$ cat src/rtl/spc_pkg.sv
package spc_pkg;
  // log2 of the divide ratio for a cascade size code, capped at max_log2
  function automatic int unsigned div_log2(input int unsigned code,
                                           input int unsigned max_log2);
    int unsigned l;
    l = code + 1;
    if (l > max_log2) l = max_log2;
    return l;
  endfunction
endpackage

$ cat src/rtl/spc_cfg_watch.sv
module spc_cfg_watch #(
  parameter int unsigned SEL_W = 2,
  localparam int unsigned CFG_W = SEL_W + 1
) (
  input  logic             clk,
  input  logic             rst,
  input  logic [CFG_W-1:0] cfg,
  output logic             cfg_chg
);
  logic [CFG_W-1:0] cfg_q;

  always_ff @(posedge clk) begin
    cfg_q <= cfg;
  end

  assign cfg_chg = !rst && (cfg != cfg_q);
endmodule

$ cat src/rtl/spc_ratio_sel.sv
module spc_ratio_sel
  import spc_pkg::*;
#(
  parameter int unsigned SEL_W    = 2,
  parameter int unsigned MAX_LOG2 = 3
) (
  input  logic                presc_on,
  input  logic [SEL_W-1:0]    sel,
  output logic [MAX_LOG2-1:0] term
);
  localparam int unsigned CODES = 1 << SEL_W;

  logic [MAX_LOG2-1:0] term_tab [CODES];

  for (genvar g = 0; g < CODES; g++) begin : g_tab
    localparam int unsigned L = div_log2(g, MAX_LOG2);
    assign term_tab[g] = MAX_LOG2'((1 << L) - 1);
  end

  always_comb begin
    term = '0;
    if (presc_on) term = term_tab[sel];
  end
endmodule

$ cat src/rtl/spc_phase_cnt.sv
module spc_phase_cnt #(
  parameter int unsigned CNT_W = 3
) (
  input  logic             clk,
  input  logic             rst,
  input  logic             restart,
  input  logic [CNT_W-1:0] term,
  output logic [CNT_W-1:0] phase_q,
  output logic             pulse_q
);
  always_ff @(posedge clk) begin
    if (rst || restart) begin
      phase_q <= '0;
      pulse_q <= 1'b0;
    end else if (phase_q == term) begin
      phase_q <= '0;
      pulse_q <= 1'b1;
    end else begin
      phase_q <= phase_q + 1'b1;
      pulse_q <= 1'b0;
    end
  end
endmodule

$ cat src/rtl/shift_prescaler.sv
module shift_prescaler #(
  parameter int unsigned SEL_W    = 2,
  parameter int unsigned MAX_LOG2 = 3
) (
  input  logic             clk,
  input  logic             rst,
  input  logic             presc_en,
  input  logic [SEL_W-1:0] slice_sel,
  output logic             shift_en
);
  logic                cfg_chg;
  logic [MAX_LOG2-1:0] term_w;
  logic [MAX_LOG2-1:0] phase_q;

  spc_cfg_watch #(.SEL_W(SEL_W)) u_watch (
    .clk     (clk),
    .rst     (rst),
    .cfg     ({presc_en, slice_sel}),
    .cfg_chg (cfg_chg)
  );

  spc_ratio_sel #(.SEL_W(SEL_W), .MAX_LOG2(MAX_LOG2)) u_ratio (
    .presc_on (presc_en),
    .sel      (slice_sel),
    .term     (term_w)
  );

  spc_phase_cnt #(.CNT_W(MAX_LOG2)) u_cnt (
    .clk     (clk),
    .rst     (rst),
    .restart (cfg_chg),
    .term    (term_w),
    .phase_q (phase_q),
    .pulse_q (shift_en)
  );
endmodule

$ cat config.mk
export PLATFORM = sky130hd
export DESIGN_NAME = shift_prescaler
export DESIGN_NICKNAME = d
export VERILOG_FILES = /design/src/rtl/spc_pkg.sv /design/src/rtl/spc_cfg_watch.sv /design/src/rtl/spc_ratio_sel.sv /design/src/rtl/spc_phase_cnt.sv /design/src/rtl/shift_prescaler.sv
export SDC_FILE = /design/constraint.sdc
export NUM_CORES = 1
export LEC_CHECK = 0
export CORE_AREA = 5 5 42 44
export CTS_BUF_LIST = sky130_fd_sc_hd__clkbuf_8 sky130_fd_sc_hd__clkbuf_16
export DETAILED_ROUTE_END_ITERATION = 10
export DIE_AREA = 0 0 47 49
export DONT_BUFFER_PORTS = 1
export PLACE_DENSITY = 0.41
export SETUP_SLACK_MARGIN = 0.15
export SLEW_MARGIN = 20
export SYNTH_ARGS = -nofsm -noshare
export SYNTH_HDL_FRONTEND = slang
export SYNTH_SLANG_ARGS = --single-unit
$ cat constraint.sdc
create_clock -name clk -period 1.5 [get_ports clk]
set_input_delay 0.3 -clock clk [delete_from_list [all_inputs] [get_ports clk]]
set_output_delay 0.3 -clock clk [all_outputs]
set_load 0.05 [all_outputs]
* Yosys cells after proc, flatten, opt, wreduce, memory -nomap -nowiden
Index checks and enable logic that the tools add are counted.
Storage, ports and cells: input port bits 5, output and inout port bits 1, register bits 7
Cells by class: order comparisons 1, add/sub/neg operators 1, bitwise logic cells 1, mux-type cells 5, equal/unequal tests 2, reductions and logical operators 4
Operator list (number):
- $mux 3 | 3
- $bmux 3 s2 | 1
- $add 3x1->3 const B | 1
- $eq 3x3->1 | 1
- $ge 3x3->1 const B | 1
- $ne 3x3->1 | 1
- $not 2->3 | 1
- $reduce_or 2->1 | 1
- $logic_and 1x1->1 | 1
- $logic_not 1->1 | 1
- $logic_or 1x1->1 | 1
- $mux 1 | 1

* Logic depth before layout (Yosys ltp)
depth in word-level cells 7, mapped depth 3, mapped depth without buffers 3

* Modules after synthesis
A second synthesis with hierarchy kept.
Unflattened totals: cell total of the unflattened synthesis 25, area, all modules 289.0 um^2
By module, submodules not included:
- spc_phase_cnt | area an instance 173.9 um^2, sequential area each 80.1 um^2, cells each 15, instances 1
- spc_cfg_watch | area an instance 92.6 um^2, sequential area each 60.1 um^2, cells each 7, instances 1
- spc_ratio_sel | area an instance 22.5 um^2, sequential area each 0.0 um^2, cells each 3, instances 1

* Worst setup path before layout
Ideal clock, no wire load.
path kind in2reg, from input presc_en, to register u_cnt.phase_q[1], arrival time 1.282 ns, required time 1.397 ns, path slack 0.114 ns, path buffers 0, stages on the path 3, path through xor2_1 -> or4_4 -> a2111oi_2
Between the ends: word-level cells in the longest chain between the ends 4
RTL lines:
- start, declared | line shift_prescaler.sv:7 | input logic presc_en,
- $ne 3x3->1 | line spc_cfg_watch.sv:16 | assign cfg_chg = !rst && (cfg != cfg_q);
- $logic_and 1x1->1 | line spc_cfg_watch.sv:16
- $logic_or 1x1->1 | line spc_phase_cnt.sv:12 | if (rst || restart) begin
- $reduce_or 2->1 (no source line) *
- end signal, assigned | line spc_phase_cnt.sv:19 | phase_q <= phase_q + 1'b1;
- end, declared | line spc_phase_cnt.sv:8 | output logic [CNT_W-1:0] phase_q,
Every way passes the cells marked *; elsewhere a longest branch is shown, timed or not. A chain may end at the register's enable or synchronous reset.

* Worst setup path in the final report
from register u_watch.cfg_q[2], to register u_cnt.phase_q[2]
Between the ends: word-level cells in the longest chain between the ends 4
RTL lines:
- start, declared | line spc_cfg_watch.sv:10 | logic [CFG_W-1:0] cfg_q;
- start signal, assigned | line spc_cfg_watch.sv:13 | cfg_q <= cfg;
- $ne 3x3->1 | line spc_cfg_watch.sv:16
- $logic_and 1x1->1 | line spc_cfg_watch.sv:16
- $logic_or 1x1->1 | line spc_phase_cnt.sv:12
- $reduce_or 2->1 (no source line)
No other way between the ends.

==> reports/results.ini <==
[setup_path]
slowest_delay_ns = 0.59
ff2ff_setup_slack_ns = 0.18
startpoint = u_watch.cfg_q[2]
r2r_start = u_watch.cfg_q[2]
cp_max_fo = 4
critPathRequiredTime_ns = 1.63
worst_ep_arrival_time_ns = 1.45
crit_family = simple AND/OR/NAND/NOR gates
ff2ff_path_depth = 3
slowest_stage = or4_4
crit_type = flop to flop
rr_endpoint = u_cnt.phase_q[2]
cp_cell_sequence = xor2_1 -> or4_4 -> a2111oi_4
worst-path-stages = 3
cp-endpoint = u_cnt.phase_q[2]
critPathLaunchType = flop
crit_path_end_kind = flop
worst-path-buf-inv = 0

[power_and_ir_drop]
p_comb_frac = 0.058
vdd_ir_drop_max_mv = 0.2941
power_frac_seq = 0.406
p_switching_mw = 0.1046
p_int_mw = 0.3835
p_leak_nw = 0.1485
power_density_nw_per_um2 = 1204
clkPwrFrac = 0.536
switching_share = 0.2143

[clock_network]
cts_hold_buf = 0
cts_sinks = 7
clk_pin_slew_ns = 0.04
root_buffer = clkbuf_8
cts_buffer_depth = 2
clk_latency_ns = 0.23
post_cts.repair.setup_buffers = 0
cts_tree = done
numCtsBuffers = 3
htreeDepth = 1

[layout]
final_util = 0.2893
nNetsFinal = 40
drive_gt1_frac = 0.2121
syn_to_final_growth_pct = 31.71
instances_no_fill = 49
diodes = 0

[yosys]
netlist_top_cells_area = dfxtp_1 (46%), a2111oi_2 (9.8%), xor2_1 (8.5%)
synth.top_cell.area_share = 0.4553
synth.avg_cell_area_sq_um = 10.99
synth_top_family_by_area = simple AND/OR/NAND/NOR gates
synth_area_sq_um = 307.8
syn_nets = 34
synthXorXnorAreaFrac = 0.1423
synth_fa_ha_area_frac = 0.04065
synth_top_area_cell = dfxtp_1
yosys.area_share.simple = 0.1789
yosys_warnings = 0
synthCells = 28
synthDistinctLibCells = 16
synth_seq_area_share = 0.4553
synth_compound_area_frac = 0.1707
synthMuxAreaShare = 0
ys_seq_elements = 7

[timing]
setup_viol = 0
finalSetupTns_ns = 0
rsz0062_at_grt = true
timing.fmax_ghz = 0.7590
hold_slack_ns = 0.09522
worstMarginPinSlew_ns = 0.4745
finalCriticalPeriod_ns = 1.318
period_share = 0.8783
fin_skew_ns = 0.001402
slew_viol_final = 0
finalHoldViolCount = 0
max-slew-margin-rel = 0.6832

[routing]
num_vias = 229
drtPass1Iterations = 1
drt-total-wl_um = 571
dr.first_iter.drc_count = 0
via_per_inst = 4.673
final_antenna_net_count = 0
avgRoutedWirePerCell_um = 11.65
remaining_drc_errors = 0

[placed_design]
gp_congestion = 0.6637
dp.cells = 45
place_hpwl_um = 440.7
io_buffer_count = 0

[hold_path]
hold_class = input port to flop

[floorplan]
start_util = 0.2196
die_w_um = 47
rows = 14
dieArea_sq_um = 2303
num_io_pins = 6
die_h_um = 49
core-area_sq_um = 1401

[grt]
grt_pass1_wl_um = 945
antenna_found_initial = 0
grt-ovfl-total = 0
grt_util_all_layers = 0.06554
grt_pass1_vias = 233
grt_max_degree = 7

[status]
status = complete, no violations

[job]
drv_cap = 0

how the worst min path moves through the flow:
stage	start	to	depth (start not counted)
after floorplan	slice_sel[0]	u_watch.cfg_q[0]	0
final	presc_en	u_watch.cfg_q[2]	0
after CTS	slice_sel[0]	u_watch.cfg_q[0]	0
after detailed placement	presc_en	u_watch.cfg_q[2]	0
after global routing	presc_en	u_watch.cfg_q[2]	0
after global placement	presc_en	u_watch.cfg_q[2]	0
per-stage QoR:
step           setup slack (ns)  cell area [sq um]  total power [mW]
2_1_floorplan            0.1141              307.8            0.2198
3_3_place_gp            0.04107              335.3            0.2257
3_5_place_dp            0.04377              335.3            0.2260
4_1_cts                 0.05128              380.4            0.4930
5_1_grt                  0.1207              405.4            0.5039
6_report                 0.1825              405.4            0.4881
per-layer routing:
metal / vias up / global-route usage / wire [um]
met5: - / 0 / 0
met4: 0 / 0.08295 / 30
met3: 3 / 0.03690 / 50
met2: 6 / 0.08824 / 285
met1: 105 / 0.05727 / 204
li1: 115 / - / -
worst register-to-register path, stage by stage, from the launching register on:
cell and delay, ns:
dfxtp_1 0.30, xor2_1 0.14, or4_4 0.59, a2111oi_4 0.19
cells in the final DEF (no fill, tap or decap):
cell type and count:
nor3_1 1, and3_1 1, clkbuf_8 3, buf_4 1, xnor2_1 2, nor4_1 2, or4_4 1, nor2_1 1
xor2_1 3, a21oi_1 2, inv_1 2, dfxtp_1 7, a2111oi_4 2, o21ai_1 1, and2_1 1, a21o_1 1
ha_1 1, nor4bb_1 1
logic make-up after synthesis:
| kind of cell | Yosys count |
|---|---|
| flops | 7 |
| xor+xnor | 5 |
| compound gates | 6 |
| simple gates | 8 |
| buf+inv | 1 |
| fa+ha+maj | 1 |
registers in the layout (all words and copies together), names as in the netlist:
register and flops:
u_cnt.phase_q 3, u_cnt.pulse_q 1, u_watch.cfg_q 3
power by group through the flow:
stage	logic (mW)	registers, mW	clock network (mW)
6_report	0.0285	0.198	0.261
2_1_floorplan	0.0190	0.201	0
5_1_grt	0.0318	0.198	0.274
3_3_place_gp	0.0244	0.201	0
3_5_place_dp	0.0245	0.201	0
4_1_cts	0.0246	0.198	0.270
Yosys cell counts:
library cell	n
dfxtp_1	7
xor2_1	3
a2111oi_2	2
a21oi_1	2
nor4_1	2
xnor2_1	2
a21o_1	1
and2_1	1
and3_1	1
ha_1	1
inv_1	1
nor2_1	1
nor3_1	1
nor4bb_1	1
o21ai_1	1
or4_4	1
area by class of cell:
cell class                      instances  area [sq um]
Tap cell                               16         20.02
Multi-Input combinational cell         20         188.9
Timing Repair Buffer                    1         7.507
Inverter                                1         3.754
Fill cell                             159         996.0
Clock inverter                          1         3.754
Sequential cell                         7         140.1
Clock buffer                            3         41.29
timing repair:
| action | CTS | global route |
|---|---|---|
| pin swaps | 0 | 3 |
| endpoints found under the setup margin | 2 | 2 |
| gates resized for setup | 0 | 2 |
Power figures use the tool's default switching activity.
